===== src/rtl/psram_pkg.sv =====
package psram_pkg;

  typedef enum logic [2:0] {
    ST_INIT  = 3'd0,
    ST_IDLE  = 3'd1,
    ST_READ  = 3'd2,
    ST_WRITE = 3'd3,
    ST_GAP   = 3'd4
  } psram_state_e;

  // whole cycles covering a time, rounded up
  function automatic int unsigned ns_to_cyc(input int unsigned ns, input int unsigned clk_ns);
    return (ns + clk_ns - 1) / clk_ns;
  endfunction

  function automatic int unsigned max_u(input int unsigned a, input int unsigned b);
    return (a > b) ? a : b;
  endfunction

  // a - b, clipped at zero
  function automatic int unsigned sub_floor(input int unsigned a, input int unsigned b);
    return (a > b) ? (a - b) : 0;
  endfunction

endpackage


===== src/rtl/psram_rst_sync.sv =====
module psram_rst_sync (
  input  logic clk,
  input  logic rst_n,
  output logic rst_sync_n
);

  logic stage_q;
  logic sync_q;

  always_ff @(posedge clk or negedge rst_n) begin
    if (!rst_n) begin
      stage_q <= 1'b0;
      sync_q  <= 1'b0;
    end else begin
      stage_q <= 1'b1;
      sync_q  <= stage_q;
    end
  end

  assign rst_sync_n = sync_q;

endmodule


===== src/rtl/psram_init_wait.sv =====
module psram_init_wait #(
  parameter int unsigned INIT_CYC = 15000,
  localparam int unsigned W = $clog2(INIT_CYC + 1)
) (
  input  logic clk,
  input  logic rst_n,
  output logic done
);

  localparam logic [W-1:0] LIMIT = W'(INIT_CYC);

  logic [W-1:0] cnt_q;
  logic         cnt_en;

  assign cnt_en = (cnt_q != LIMIT);
  assign done   = !cnt_en;

  always_ff @(posedge clk or negedge rst_n) begin
    if (!rst_n) begin
      cnt_q <= '0;
    end else if (cnt_en) begin
      cnt_q <= cnt_q + 1'b1;
    end
  end

endmodule


===== src/rtl/psram_phase_timer.sv =====
module psram_phase_timer #(
  parameter int unsigned W = 4
) (
  input  logic         clk,
  input  logic         rst_n,
  input  logic         load,
  input  logic [W-1:0] load_val,
  output logic         expired
);

  logic [W-1:0] cnt_q;
  logic [W-1:0] cnt_d;

  always_comb begin
    cnt_d = cnt_q;
    if (load) begin
      cnt_d = load_val;
    end else if (cnt_q != '0) begin
      cnt_d = cnt_q - 1'b1;
    end
  end

  always_ff @(posedge clk or negedge rst_n) begin
    if (!rst_n) begin
      cnt_q <= '0;
    end else begin
      cnt_q <= cnt_d;
    end
  end

  assign expired = (cnt_q == '0);

endmodule


===== src/rtl/psram_strobe_decode.sv =====
module psram_strobe_decode
  import psram_pkg::*;
#(
  parameter int unsigned LANES = 2
) (
  input  psram_state_e     st,
  input  logic [LANES-1:0] lane_en,
  input  logic             wr_tail,
  output logic             ce_n,
  output logic             oe_n,
  output logic             we_n,
  output logic [LANES-1:0] lane_n,
  output logic             dq_oe
);

  logic active;

  assign active = (st == ST_READ) || (st == ST_WRITE);
  assign ce_n   = !active;
  assign oe_n   = (st != ST_READ);
  assign we_n   = (st != ST_WRITE);
  assign dq_oe  = (st == ST_WRITE) || wr_tail;

  for (genvar g = 0; g < LANES; g++) begin : g_lane
    assign lane_n[g] = !(active && lane_en[g]);
  end

endmodule


===== src/rtl/psram_async_ctrl.sv =====
module psram_async_ctrl
  import psram_pkg::*;
#(
  parameter int unsigned ADDR_W  = 22,
  parameter int unsigned CLK_NS  = 10,
  parameter int unsigned INIT_NS = 150000,
  parameter int unsigned ACC_NS  = 70,
  parameter int unsigned WP_NS   = 45,
  parameter int unsigned TCEM_NS = 4000,
  parameter int unsigned TRC_NS  = 70,
  parameter int unsigned TWC_NS  = 70,
  localparam int unsigned LANES  = 2,
  localparam int unsigned LANE_W = 8,
  localparam int unsigned DATA_W = LANES * LANE_W
) (
  input  logic              clk,
  input  logic              rst_n,
  input  logic              req_valid,
  output logic              req_ready,
  input  logic              req_write,
  input  logic [ADDR_W-1:0] req_addr,
  input  logic [DATA_W-1:0] req_wdata,
  input  logic [LANES-1:0]  req_be,
  output logic              rsp_valid,
  output logic [DATA_W-1:0] rsp_rdata,
  output logic              init_done,
  output logic [ADDR_W-1:0] mem_addr,
  output logic [DATA_W-1:0] mem_dq_o,
  output logic              mem_dq_oe,
  input  logic [DATA_W-1:0] mem_dq_i,
  output logic              mem_ce_n,
  output logic              mem_oe_n,
  output logic              mem_we_n,
  output logic              mem_lb_n,
  output logic              mem_ub_n,
  output logic              mem_adv_n,
  output logic              mem_clk,
  input  logic              mem_wait
);

  localparam int unsigned INIT_CYC = ns_to_cyc(INIT_NS, CLK_NS);
  localparam int unsigned ACC_CYC  = max_u(1, ns_to_cyc(ACC_NS, CLK_NS));
  localparam int unsigned WR_CYC   = max_u(1, ns_to_cyc(WP_NS, CLK_NS));
  localparam int unsigned TCEM_CYC = ns_to_cyc(TCEM_NS, CLK_NS);
  localparam int unsigned TRC_CYC  = ns_to_cyc(TRC_NS, CLK_NS);
  localparam int unsigned TWC_CYC  = ns_to_cyc(TWC_NS, CLK_NS);
  localparam int unsigned RGAP_CYC = max_u(1, sub_floor(TRC_CYC, ACC_CYC));
  localparam int unsigned WGAP_CYC = max_u(2, sub_floor(TWC_CYC, WR_CYC));
  localparam int unsigned TMR_MAX  = max_u(max_u(ACC_CYC, WR_CYC), max_u(RGAP_CYC, WGAP_CYC));
  localparam int unsigned TMR_W    = $clog2(TMR_MAX + 1);

  // write pulse must stay below the maximum write-enable low time
  if (WR_CYC >= TCEM_CYC) begin : g_bad_wp
    $error("write pulse cycles must be below the write-enable low limit");
  end

  logic rst_sync_n;
  logic init_ok;
  logic tmr_exp;
  logic tmr_load;
  logic [TMR_W-1:0] tmr_val;

  psram_state_e state_q, state_d;
  logic [ADDR_W-1:0] addr_q;
  logic [DATA_W-1:0] wdata_q;
  logic [LANES-1:0]  be_q;
  logic [DATA_W-1:0] rdata_q, rdata_d;
  logic              rdata_en;
  logic              rsp_q, rsp_d;
  logic              tail_q, tail_d;
  logic              accept;
  logic              be_none;
  logic [DATA_W-1:0] lane_mask;
  logic [LANES-1:0]  lane_n;
  logic              unused_wait;

  assign unused_wait = mem_wait;

  psram_rst_sync u_rst_sync (
    .clk        (clk),
    .rst_n      (rst_n),
    .rst_sync_n (rst_sync_n)
  );

  psram_init_wait #(.INIT_CYC(INIT_CYC)) u_init (
    .clk   (clk),
    .rst_n (rst_sync_n),
    .done  (init_ok)
  );

  psram_phase_timer #(.W(TMR_W)) u_timer (
    .clk      (clk),
    .rst_n    (rst_sync_n),
    .load     (tmr_load),
    .load_val (tmr_val),
    .expired  (tmr_exp)
  );

  psram_strobe_decode #(.LANES(LANES)) u_strobe (
    .st      (state_q),
    .lane_en (be_q),
    .wr_tail (tail_q),
    .ce_n    (mem_ce_n),
    .oe_n    (mem_oe_n),
    .we_n    (mem_we_n),
    .lane_n  (lane_n),
    .dq_oe   (mem_dq_oe)
  );

  for (genvar g = 0; g < LANES; g++) begin : g_mask
    assign lane_mask[g*LANE_W +: LANE_W] = {LANE_W{be_q[g]}};
  end

  assign req_ready = (state_q == ST_IDLE);
  assign accept    = req_valid && req_ready;
  assign be_none   = (req_be == '0);

  // next state and timer control
  always_comb begin
    state_d  = state_q;
    tmr_load = 1'b0;
    tmr_val  = '0;
    case (state_q)
      ST_INIT: begin
        if (init_ok) state_d = ST_IDLE;
      end
      ST_IDLE: begin
        if (accept && !be_none) begin
          tmr_load = 1'b1;
          if (req_write) begin
            state_d = ST_WRITE;
            tmr_val = TMR_W'(WR_CYC - 1);
          end else begin
            state_d = ST_READ;
            tmr_val = TMR_W'(ACC_CYC - 1);
          end
        end
      end
      ST_READ: begin
        if (tmr_exp) begin
          state_d  = ST_GAP;
          tmr_load = 1'b1;
          tmr_val  = TMR_W'(RGAP_CYC - 1);
        end
      end
      ST_WRITE: begin
        if (tmr_exp) begin
          state_d  = ST_GAP;
          tmr_load = 1'b1;
          tmr_val  = TMR_W'(WGAP_CYC - 1);
        end
      end
      ST_GAP: begin
        if (tmr_exp) state_d = ST_IDLE;
      end
      default: state_d = ST_INIT;
    endcase
  end

  // response and capture control
  always_comb begin
    rsp_d    = ((state_q == ST_READ) || (state_q == ST_WRITE)) && tmr_exp;
    tail_d   = (state_q == ST_WRITE) && tmr_exp;
    rdata_en = 1'b0;
    rdata_d  = mem_dq_i & lane_mask;
    if ((state_q == ST_READ) && tmr_exp) begin
      rdata_en = 1'b1;
    end else if (accept && be_none) begin
      rsp_d    = 1'b1;
      rdata_en = !req_write;
      rdata_d  = '0;
    end
  end

  always_ff @(posedge clk or negedge rst_sync_n) begin
    if (!rst_sync_n) begin
      state_q <= ST_INIT;
      rsp_q   <= 1'b0;
      tail_q  <= 1'b0;
    end else begin
      state_q <= state_d;
      rsp_q   <= rsp_d;
      tail_q  <= tail_d;
    end
  end

  always_ff @(posedge clk or negedge rst_sync_n) begin
    if (!rst_sync_n) begin
      addr_q  <= '0;
      wdata_q <= '0;
      be_q    <= '0;
    end else if (accept && !be_none) begin
      addr_q  <= req_addr;
      wdata_q <= req_wdata;
      be_q    <= req_be;
    end
  end

  always_ff @(posedge clk or negedge rst_sync_n) begin
    if (!rst_sync_n) begin
      rdata_q <= '0;
    end else if (rdata_en) begin
      rdata_q <= rdata_d;
    end
  end

  assign init_done = (state_q != ST_INIT) || init_ok;
  assign rsp_valid = rsp_q;
  assign rsp_rdata = rdata_q;
  assign mem_addr  = addr_q;
  assign mem_dq_o  = wdata_q;
  assign mem_lb_n  = lane_n[0];
  assign mem_ub_n  = lane_n[1];
  assign mem_adv_n = 1'b0;
  assign mem_clk   = 1'b0;

endmodule


===== config.mk =====
export PLATFORM = sky130hd
export DESIGN_NAME = psram_async_ctrl
export DESIGN_NICKNAME = d
export VERILOG_FILES = /design/src/rtl/psram_pkg.sv /design/src/rtl/psram_rst_sync.sv /design/src/rtl/psram_init_wait.sv /design/src/rtl/psram_phase_timer.sv /design/src/rtl/psram_strobe_decode.sv /design/src/rtl/psram_async_ctrl.sv
export SDC_FILE = /design/constraint.sdc
export NUM_CORES = 1
export LEC_CHECK = 0
export ABC_CLOCK_PERIOD_IN_PS = 5400
export BUFFER_PORTS_ARGS = -buffer_cell sky130_fd_sc_hd__buf_2
export CORE_MARGIN = 2
export CORE_UTILIZATION = 40
export CTS_BUF_LIST = sky130_fd_sc_hd__clkbuf_8 sky130_fd_sc_hd__clkbuf_16
export DETAILED_ROUTE_END_ITERATION = 6
export GPL_ROUTABILITY_DRIVEN = 0
export PLACE_DENSITY = 0.67
export SYNTH_ARGS = -nofsm -noshare
export SYNTH_HDL_FRONTEND = slang
export SYNTH_SLANG_ARGS = --single-unit

===== constraint.sdc =====
create_clock -name clk -period 5.4 [get_ports clk]
set_clock_uncertainty 0.15 [all_clocks]
set_input_delay 0.81 -clock clk [delete_from_list [all_inputs] [get_ports clk]]
set_output_delay 0.81 -clock clk [all_outputs]
set_load 0.005 [all_outputs]

## After elaboration in Yosys (flattened, before gate mapping)

Cells that the tools add are included.

- Register bits after elaboration: 80
- Latch bits: 0
- RAM bits: 0
- Bits in read-only memories: 0
- Output and inout port bits: 65
- Logic and storage cells: 71
- Memories kept: 0

- Add/sub/neg operators: 2
- $mul: 0
- Divide/modulo/power cells: 0
- Order comparisons: 0
- Eq/ne operators: 11
- Shift operators: 0
- Multiplexer cells: 21
- Bitwise gates (word level): 1
- Reduce and logical (&&, ||, !) cells: 25

Operators by type and width:

| cell | count |
|---|---|
| 16-bit two-way mux | 2 |
| 3-bit two-way mux | 7 |
| 16-bit bitwise AND | 1 |
| 14-bit by 1-bit adder with 14-bit output, second input constant | 1 |
| 14-bit != test, second input constant | 1 |
| 3-bit one-hot mux with 4 select lines | 1 |
| 1-bit logical AND | 8 |
| 1-bit two-way mux | 8 |
| 3-bit by 2-bit equality test with 1-bit output, second input constant | 2 |
| 1-bit zero test | 6 |
| 3-bit zero test | 2 |
| 3-bit by 2-bit != test with 1-bit output, second input constant | 2 |
| 3-bit one-hot mux with 2 select lines | 1 |
| 3-bit nonzero test | 2 |
| 2-bit by 1-bit != test with 1-bit output, second input constant | 2 |
| 2-bit != test, second input constant | 2 |
| 4-bit AND reduction | 1 |
| 3-bit by 1-bit equality test with 1-bit output, second input constant | 1 |
| 3-bit equality test, second input constant | 1 |
| 1-bit logical OR | 3 |
| 3-bit by 1-bit subtractor with 3-bit output, second input constant | 1 |
| 2-bit zero test | 1 |
| 2-bit two-way mux | 1 |
| 1-bit one-hot mux with 2 select lines | 1 |
| 2 further kinds | 2 |

## Logic depth before layout (Yosys ltp)

Gate-level depths: netlist of the first run.

- Word-level depth: 6
- Gate-level depth with buffers: 7
- Mapped depth without buffers: 6

## By module

A second synthesis of the first run with hierarchy kept.

- Cell total of the unflattened synthesis: 284
- Area, all modules: 3493.4 sq um

By module, submodules not included:

| module | times used | cells each | area each (sq um) | seq. area each (sq um) |
|---|---|---|---|---|
| psram_async_ctrl | 1 | 196 | 2529.9 | 1526.5 |
| psram_init_wait | 1 | 57 | 666.9 | 350.3 |
| psram_phase_timer | 1 | 21 | 200.2 | 75.1 |
| psram_rst_sync | 1 | 3 | 53.8 | 50.0 |
| psram_strobe_decode | 1 | 7 | 42.5 | 0.0 |

## Worst setup path after synthesis of the first run

No wires, ideal clock.

- Kind: reg-to-output
- From: register u_init.cnt_q[0]
- To: output init_done
- Arrival time: 1.183 ns
- Setup slack: 3.257 ns
- Stages on the path, launching flop included: 6
- Cell sequence: dfrtp_1 -> inv_1 -> ha_1 -> nor4bb_1 -> nand4_1 -> nand2_1

- Word-level cells in the longest chain between the ends: 3

RTL lines:

| what | RTL line | RTL |
|---|---|---|
| from (decl) | psram_init_wait.sv:12 | `logic [W-1:0] cnt_q;` |
| from (signal assigned) | psram_init_wait.sv:22 | `cnt_q <= cnt_q + 1'b1;` |
| 14-bit != test | psram_init_wait.sv:15 | `assign cnt_en = (cnt_q != LIMIT);` |
| 1-bit zero test | psram_init_wait.sv:16 | `assign done = !cnt_en;` |
| 1-bit logical OR | psram_async_ctrl.sv:207 | `assign init_done = (state_q != ST_INIT) \|\| init_ok;` |
| to (decl) | psram_async_ctrl.sv:26 | `output logic init_done,` |

Every way passes these cells.

## Worst setup path after layout of the first run

Same ends and word-level chain as after synthesis.

==> results of run 1 <==
worst min-delay path by stage:
stage,start,slack [ns],to
floorplan,u_rst_sync.stage_q,0.18,u_rst_sync.rst_sync_n
global placement,u_rst_sync.rst_sync_n,-0.009,rsp_rdata[7]
detailed placement,u_rst_sync.rst_sync_n,-0.006,rsp_rdata[1]
CTS,u_rst_sync.rst_sync_n,0.002,rsp_rdata[7]
global route,u_rst_sync.rst_sync_n,0.01,rsp_rdata[6]
finish,u_rst_sync.rst_sync_n,-0.004,rsp_rdata[6]
layer usage:
metal  vias up  share of wire (%)  wire (um)  global-route usage (%)
li1       1288                  -          -                       -
met1      1211                 44       3010                    19.9
met2        80                 47       3170                    27.4
met3         9                7.5        510                    4.71
met4         0                1.5        103                    6.52
met5         -                  0          0                       0
cell families after synthesis:
| family | Yosys count | share of synthesized area (%) |
|---|---|---|
| compound gates | 26 | 6.39 |
| fa+ha+maj | 4 | 1.53 |
| mux | 1 | 0.306 |
| simple gates | 179 | 24.1 |
| flops | 80 | 61.2 |
| xor+xnor | 12 | 3.21 |
| buf+inv | 19 | 2.98 |
| other cells | 2 | 0.230 |
registers in the layout (all words and copies together), names as in the netlist:
register / cells
state_q: 3
be_q: 2
rsp_valid: 1
mem_dq_o: 16
u_rst_sync.stage_q: 1
u_rst_sync.rst_sync_n: 1
rsp_rdata: 16
mem_addr: 22
u_timer.cnt_q: 3
tail_q: 1
u_init.cnt_q: 14
where the power goes:
part	switching [W]	internal (W)
logic	0.000296	0.000301
clock network	0.000217	0.000214
registers	0.000124	0.000810
worst max-delay path: stages (launching register included):
cell,delay [ns]
sky130_fd_sc_hd__dfrtp_1,0.39
sky130_fd_sc_hd__inv_1,0.10
sky130_fd_sc_hd__ha_1,0.15
sky130_fd_sc_hd__nor4bb_1,0.27
sky130_fd_sc_hd__nand4_1,0.29
sky130_fd_sc_hd__nand2_1,0.14
sky130_fd_sc_hd__buf_2,0.12
cell type report:
type	count	area, um^2	area share [%]
Clock inverter	7	72.6	1.74
Multi-Input combinational cell	225	1180	28.3
Tap cell	102	128	3.06
Inverter	6	22.5	0.541
Clock buffer	9	124	2.97
Sequential cell	80	2010	48.2
Timing Repair Buffer	125	633	15.2
metrics by stage:
stage / instance area (um^2) / std cells
2_1_floorplan: 3270 / 324
3_3_place_gp: 3970 / 538
3_5_place_dp: 3970 / 538
4_1_cts: 4160 / 554
5_1_grt: 4160 / 554
6_report: 4160 / 554
Yosys cell counts (all sizes together), types with 2 or more instances:
cell and number:
nor3 3, dfrtp 80, o21ai 6, and2 2, and2b 3, buf 7
xnor2 12, nand4 3, inv 6, a22o 16, nor4b 2, nor4bb 2
clkbuf 6, conb 2, nand2b 4, nand2 137, ha 4, nand3 7
nor3b 2, nor2 8
==> reports/results.tsv, run 1 <==
metric	value	unit
result of the run	finished, violations left	
violated checks	hold timing	
Synth top area share	61.2	%
grt ovf	0	
Yosys warning total	0	
capture point of the worst reg-to-reg path	u_timer.cnt_q[0]	
most frequently used flop master after synthesis	sky130_fd_sc_hd__dfrtp_1	
max-capacitance violation count	0	
worst vdd ir	238	uV
worst setup path startpoint	u_init.cnt_q[0]	
floorplan row count	32	
crit start category	flop	
TritonCTS buffer count	9	
insertion delay to the later sink of the worst-skew pair	0.34	ns
type of the worst setup path	reg -> out	
vertical die dimension	94.4	um
die span in x	94.4	um
share of final-layout standard cells stronger than drive strength 1	32.7	%
crit path capture type	output pin	
count of final hold-check violations	9	
Least-Margin Pin Slew	0.853	ns
Via Count	2588	
proportion of synthesized chip area in sequential cells	61.2	%
mean instance size in the synthesized netlist	10.1	um^2
Achievable Freq	0.361	GHz
Synth area leaders	sky130_fd_sc_hd__dfrtp_1, sky130_fd_sc_hd__nand2_1, sky130_fd_sc_hd__a22o_1	
post-synth cell types	36	
most common library cell in the layout ignoring fill and taps	sky130_fd_sc_hd__nand2_1	
initial core utilization	41.9	%
end point of the critical path	init_done	
overall global routing resource usage	16.3	%
cell type contributing the most total cell area after synthesis	sky130_fd_sc_hd__dfrtp_1	
Min Hold Slack	-0.00445	ns
worst-case setup slack after placement	2.92	ns
Die Outline Area	8920	um^2
max-slew violations	0	
core area	7810	um^2
final-layout setup total negative slack	0	ns
dpl hpwl	4.78	mm
number of synthesized flops with an enable pin	0	
clock period minus worst slack	2.77	ns
pin count of the biggest net entering global routing	70	
Setup-failing EPs final	0	
antenna fix cells	0	
r2r setup slk	3.35	ns
number of design-rule violations left by the first detailed-router iteration	100	
PnR worst setup slack	2.63	ns
crit path max fanout	6	
global-route wire length before repair	11.4	mm
number of primary I/O pins	126	
number of storage elements in the synthesis netlist	80	
hold buffers post-CTS	0	
number of nets in the layout	512	
fillers	739	
Util after Layout	53.3	%
data arrival time of the critical path	1.81	ns
class of the tightest hold or removal check	reg -> async	
number of input and output port buffers inserted	122	
final WL	6.79	mm
via count of the first global-routing pass	2584	
drt pass-1 iters	4	
number of buffers on the longest clock path	2	
Post CTS Setup Buffer Count	0	
number of sinks on the clock net	80	
normalized max-slew margin	43.1	%
average routed wire per standard cell	12.2	um
reported leakage power	2.32	nW
Routed Antenna Nets	0	
required time of the worst setup path	4.44	ns
most frequent cells in the layout	sky130_fd_sc_hd__nand2_1, sky130_fd_sc_hd__buf_2, sky130_fd_sc_hd__dfrtp_1	
synth-to-layout area growth	27.3	%
synthesized netlist cell count	323	
# H-tree levels	3	
Power per Cell Area	471	nW/um^2
initial antenna violation count	0	
DR DRC count	0	
Synth async-reset ratio	100	%
clock tree from TritonCTS	built	
PostCTS Resize Cnt	0	
RSZ-0062 raised after global routing	false	
r2r startpoint	state_q[0]	
power consumption	0.00196	W
R2R cell count	5	
period utilisation layout	51.3	%
via/cell ratio	4.67	
root cell of the clock tree	sky130_fd_sc_hd__clkbuf_8	
area of the mapped netlist	3270	um^2
Worst-path clk slew	0.08	ns
Note: power is estimated with default switching activity, not from simulation.
==> run 2: changes to the inputs <==
Settings changed: ABC_CLOCK_PERIOD_IN_PS 5400 to 2250, PLACE_DENSITY 0.67 to 0.7.
Clock period 5.4 ns to 2.25 ns, I/O delays scaled along.
==> run 2 against run 1 <==
  * The run now ends clean
  * Highest routed layer unchanged
  * Clock power is 130% higher
  * Cell count rose by 0.72%
  * Sequential share of layout area down 0.56 points
  * Core utilization grew 0.63 points
  * Worst setup slack lost 2.5 ns
==> reports/results.tsv, run 2 (same netlist as run 1, synthesis figures left out) <==
metric	value	unit
die span in x	94.4	um
number of sinks on the clock net	80	
Worst-path clk slew	0.08	ns
pin count of the biggest net entering global routing	46	
normalized max-slew margin	49.2	%
Achievable Freq	0.477	GHz
via count of the first global-routing pass	2515	
gate family responsible for the most delay along the worst path	simple AND/OR/NAND/NOR gates	
crit path max fanout	3	
number of design-rule violations left by the first detailed-router iteration	86	
worst path bufs/invs	2	
max-slew violations	0	
required time of the worst setup path	1.76	ns
worst vdd ir	517	uV
M1 wire length	2.96	mm
average routed wire per standard cell	12.1	um
Power per Cell Area	1120	nW/um^2
r2r startpoint	u_timer.cnt_q[0]	
number of buffers on the longest clock path	2	
clock tree from TritonCTS	built	
most common library cell in the layout ignoring fill and taps	sky130_fd_sc_hd__nand2_1	
PostCTS Resize Cnt	0	
antenna fix cells	0	
Die Outline Area	8920	um^2
uppermost routed layer	met4	
result of the run	finished, final reports clean	
number of nets in the layout	516	
grt ovf	0	
capture point of the worst reg-to-reg path	rsp_rdata[13]	
Largest register FFs	22	
Min Hold Slack	0.0267	ns
R2R cell count	6	
period utilisation layout	93.2	%
final WL	6.75	mm
Setup-failing EPs final	0	
Post CTS Setup Buffer Count	0	
cell at the slowest stage of the critical path	sky130_fd_sc_hd__dfrtp_1	
drt pass-1 iters	4	
synth-to-layout area growth	28.8	%
routed wire length on met2	3.27	mm
reported leakage power	2.35	nW
DR DRC count	0	
placed cell area	4020	um^2
class of the tightest hold or removal check	in -> reg	
cells along the critical path	inv_1, ha_1, nor4bb_1, nand4_1, nand2_1, buf_2	
data arrival time of the critical path	1.61	ns
max-capacitance violation count	0	
insertion delay to the later sink of the worst-skew pair	0.34	ns
number of input and output port buffers inserted	122	
final-layout setup total negative slack	0	ns
vertical die dimension	94.4	um
Least-Margin Pin Slew	0.762	ns
root cell of the clock tree	sky130_fd_sc_hd__clkbuf_8	
number of primary I/O pins	126	
Routed Antenna Nets	0	
critical hold path startpoint	req_addr[6]	
initial core utilization	41.9	%
type of the worst setup path	reg -> out	
core area	7810	um^2
floorplan row count	32	
crit start category	flop	
most frequent cells in the layout	sky130_fd_sc_hd__nand2_1, sky130_fd_sc_hd__buf_2, sky130_fd_sc_hd__dfrtp_1	
RSZ-0062 raised after global routing	false	
via/cell ratio	4.61	
overall global routing resource usage	15.8	%
post-route cell area	4210	um^2
Via Count	2571	
# H-tree levels	3	
PnR worst setup slack	0.154	ns
crit path capture type	output pin	
count of final hold-check violations	0	
DR WL met3	447	um
largest stage delay on the critical path	0.39	ns
clock period minus worst slack	2.10	ns
Worst Hold Depth	3	
initial antenna violation count	0	
end point of the worst hold path	mem_addr[6]	
Util after Layout	54.0	%
dpl hpwl	4.97	mm
global-route wire length before repair	11.0	mm
r2r setup slk	0.29	ns
worst-case setup slack after placement	0.294	ns
share of final-layout standard cells stronger than drive strength 1	32.9	%
TritonCTS buffer count	9	
-- run 2: cell count changes in the layout (fill, tap and decap cells not counted), sizes merged --
| cell | previous run | this run |
|---|---|---|
| buf | 125 | 128 |
| clkinv | 3 | 2 |
| dlygate4sd3 | 0 | 1 |
| inv | 8 | 9 |
-- run 2: metrics by stage --
step,power [W],cells
5_1_grt,0.00509,558
4_1_cts,0.00479,558
2_1_floorplan,0.00304,324
3_3_place_gp,0.00371,541
6_report,0.00471,558
3_5_place_dp,0.00377,541
-- run 2: tightest hold or removal path, delay by kind of cell --
| kind | cells | cell delay, ns |
|---|---|---|
| buffers and inverters | 1 | 0.07 |
| and+or+nand+nor | 2 | 0.08 |
-- run 2: area by class of cell --
class | instances | area, um^2
Fill cell | 715 | 3590
Sequential cell | 80 | 2010
Multi-Input combinational cell | 225 | 1180
Timing Repair Buffer | 129 | 691
Tap cell | 102 | 128
Clock buffer | 9 | 124
Clock inverter | 7 | 63.8
Inverter | 6 | 22.5
-- run 2: power by group --
part | switching (W) | internal, W
clock network | 0.000496 | 0.000505
logic | 0.000725 | 0.000747
registers | 0.000296 | 0.00195
-- run 2: layer usage --
metal / up-vias / GRT usage (%)
met4: 0 / 6.16
met5: - / 0
li1: 1301 / -
met1: 1180 / 19.6
met3: 7 / 4.47
met2: 83 / 26.3
-- run 2: what timing repair did --
| action | 4_1_cts | 5_1_grt |
|---|---|---|
| hold buffers | 1 | 0 |
| setup endpoints to repair | 0 | 0 |
| hold endpoints to repair | 2 | 0 |
-- run 2: worst max-delay path by stage --
stage                                 from            end  cells after the start
after CTS                  u_init.cnt_q[0]      init_done                      6
after floorplan           u_timer.cnt_q[0]   rsp_rdata[0]                      7
final                      u_init.cnt_q[0]      init_done                      6
after global routing       u_init.cnt_q[0]      init_done                      6
after detailed placement  u_timer.cnt_q[0]  rsp_rdata[13]                      6
after global placement    u_timer.cnt_q[0]  rsp_rdata[12]                      6
==> run 3: changes to the inputs <==
Settings changed: PLACE_DENSITY 0.7 to 0.69, SYNTH_HIERARCHICAL set to 1.
==> run 3 against run 2 <==
  * Non-clock buffer count is 3 higher
  * Die area increased by 6.5%
  * Clock power rose by 9%
  * Area after synthesis up 6.8%
  * Sequential share of layout area shrank 2.5 points
  * Synthesized cell count decreased by 12%
  * Power up 9.4%
  * Global-route usage is 0.53 points higher
  * Critical path type unchanged
  * Largest cell class unchanged
  * Largest power group unchanged
  * Highest routed layer unchanged
==> reports/results.tsv, run 3 <==
metric	value	unit
result of the run	finished, final reports clean	
period utilisation layout	98.2	%
mean instance size in the synthesized netlist	12.3	um^2
Synth top area share	57.3	%
share of final-layout standard cells stronger than drive strength 1	46.5	%
count of final hold-check violations	0	
normalized max-slew margin	61.4	%
crit path max fanout	4	
insertion delay to the later sink of the worst-skew pair	0.34	ns
antenna fix cells	0	
initial antenna violation count	0	
proportion of synthesized chip area in sequential cells	57.3	%
DR DRC count	0	
Least-Margin Pin Slew	0.579	ns
Die Outline Area	9500	um^2
Yosys warning total	6	
max-slew violations	0	
power consumption	0.00516	W
RSZ-0062 raised after global routing	true	
number of synthesized flops with an enable pin	0	
most instantiated cells after synthesis	sky130_fd_sc_hd__dfrtp_1, sky130_fd_sc_hd__nand2_1, sky130_fd_sc_hd__mux2_2, sky130_fd_sc_hd__o22ai_1	
worst vdd ir	596	uV
placed cell area	4220	um^2
overall global routing resource usage	16.3	%
area of the mapped netlist	3490	um^2
TritonCTS buffer count	9	
Achievable Freq	0.453	GHz
drt pass-1 iters	4	
via/cell ratio	4.88	
final-layout setup total negative slack	0	ns
Power per Cell Area	1160	nW/um^2
crit start category	flop	
Synth area leaders	sky130_fd_sc_hd__dfrtp_1, sky130_fd_sc_hd__mux2_2, sky130_fd_sc_hd__nand2_1	
number of input and output port buffers inserted	122	
die span in x	97.5	um
reported leakage power	2.23	nW
via count of the first global-routing pass	2586	
dominant cell by count in the synthesized netlist	sky130_fd_sc_hd__dfrtp_1	
required time of the worst setup path	1.76	ns
post-synth cell types	46	
average routed wire per standard cell	14.0	um
clock period minus worst slack	2.21	ns
max-capacitance violation count	0	
cell type contributing the most total cell area after synthesis	sky130_fd_sc_hd__dfrtp_1	
dpl hpwl	5.23	mm
Routed Antenna Nets	0	
number of buffers on the longest clock path	2	
Largest register FFs	22	
root cell of the clock tree	sky130_fd_sc_hd__clkbuf_8	
number of nets in the layout	478	
# H-tree levels	3	
most frequently used flop master after synthesis	sky130_fd_sc_hd__dfrtp_1	
synthesized netlist cell count	284	
vertical die dimension	97.5	um
data arrival time of the critical path	1.72	ns
synth-to-layout area growth	27.3	%
final WL	7.37	mm
fillers	801	
post-route cell area	4450	um^2
initial core utilization	40.7	%
pin count of the biggest net entering global routing	45	
number of primary I/O pins	126	
Synth async-reset ratio	100	%
Setup-failing EPs final	0	
floorplan row count	34	
number of design-rule violations left by the first detailed-router iteration	58	
Via Count	2561	
number of sinks on the clock net	80	
class of the tightest hold or removal check	in -> reg	
grt ovf	0	
type of the worst setup path	reg -> out	
Worst-path clk slew	0.08	ns
number of storage elements in the synthesis netlist	80	
clock tree from TritonCTS	built	
crit path capture type	output pin	
most common library cell in the layout ignoring fill and taps	sky130_fd_sc_hd__buf_2	
most frequent cells in the layout	sky130_fd_sc_hd__buf_2, sky130_fd_sc_hd__dfrtp_1, sky130_fd_sc_hd__nand2_1	
global-route wire length before repair	12.4	mm
core area	8590	um^2
[run 3: critical path, stage by stage, from the launching register on]
cell                       delay, ns
sky130_fd_sc_hd__dfrtp_1        0.39
sky130_fd_sc_hd__inv_1          0.06
sky130_fd_sc_hd__ha_1           0.17
sky130_fd_sc_hd__nand4b_1       0.14
sky130_fd_sc_hd__nor4_4         0.07
sky130_fd_sc_hd__or4_1          0.41
sky130_fd_sc_hd__buf_2          0.14
[run 3: logic make-up after synthesis]
kind of cell	after synthesis	synth area share (%)
DFF	80	57.3
muxes	40	14.0
adders and majority gates	4	1.43
xor gates and xnor gates	12	3.01
buffers and inverters	26	4.26
AOI/OAI and AO/OA	28	5.27
other	2	0.215
and+or+nand+nor	92	14.5
[run 3: report_power, final]
group	leakage [nW]	total (W)	switching [W]	internal [W]
sequential	0.998	0.00233	0.000351	0.00198
clock	0.111	0.00109	0.000480	0.000607
combinational	1.12	0.00174	0.000730	0.00101
total	2.23	0.00516	0.00156	0.00360
[run 3: final timing paths]
| check | end | from | slack [ns] | cells after the start |
|---|---|---|---|---|
| max in group asynchronous | mem_addr[5] | u_rst_sync/rst_sync_n | 1.19 | 1 |
| hold reg to reg | rsp_rdata[5] | u_rst_sync/rst_sync_n | 0.18 | 0 |
| min in group asynchronous | u_rst_sync/stage_q | rst_n | 0.17 | 2 |
| setup / recovery | init_done | u_init/cnt_q[1] | 0.04 | 6 |
| setup reg to reg | u_timer/cnt_q[0] | u_timer/cnt_q[0] | 0.21 | 9 |
| hold / removal | mem_addr[10] | req_addr[10] | 0.07 | 2 |
[run 3: through the flow]
step	setup slack (ns)	std cells	hold WS, ns	util (%)
2_1_floorplan	0.411	285	-0.108	-
3_3_place_gp	0.256	507	-0.0270	49.1
3_5_place_dp	0.164	507	-0.0255	49.1
4_1_cts	0.0119	525	0.0541	51.7
5_1_grt	-0.0566	525	0.0558	51.7
6_report	0.0405	525	0.0724	51.7
[run 3: layout make-up]
class / count / area (um^2) / share of cell area, %
flip-flops and latches: 80 / 2010 / 45.1
clock inverters: 6 / 77.6 / 1.75
inverters: 11 / 41.3 / 0.929
multi-input cells: 179 / 1350 / 30.3
well taps: 108 / 135 / 3.04
clock buffers: 9 / 124 / 2.79
repair buffers: 132 / 713 / 16.0
[run 3: layer usage]
| metal | vias to the layer above | track usage [%] | wire (um) |
|---|---|---|---|
| met3 | 7 | 5.68 | 534 |
| met2 | 92 | 27.1 | 3570 |
| met1 | 1231 | 20.9 | 3210 |
| li1 | 1231 | - | - |
| met5 | - | 0 | 0 |
| met4 | 0 | 3.53 | 57 |
[run 3: what timing repair did]
| action | 4_1_cts | 5_1_grt |
|---|---|---|
| hold buffers | 1 | 0 |
| pin swaps | 1 | 0 |
| setup buffers | 2 | 0 |
| setup endpoints to repair | 1 | 3 |
| hold endpoints to repair | 2 | 0 |
| gates resized for setup | 0 | 1 |
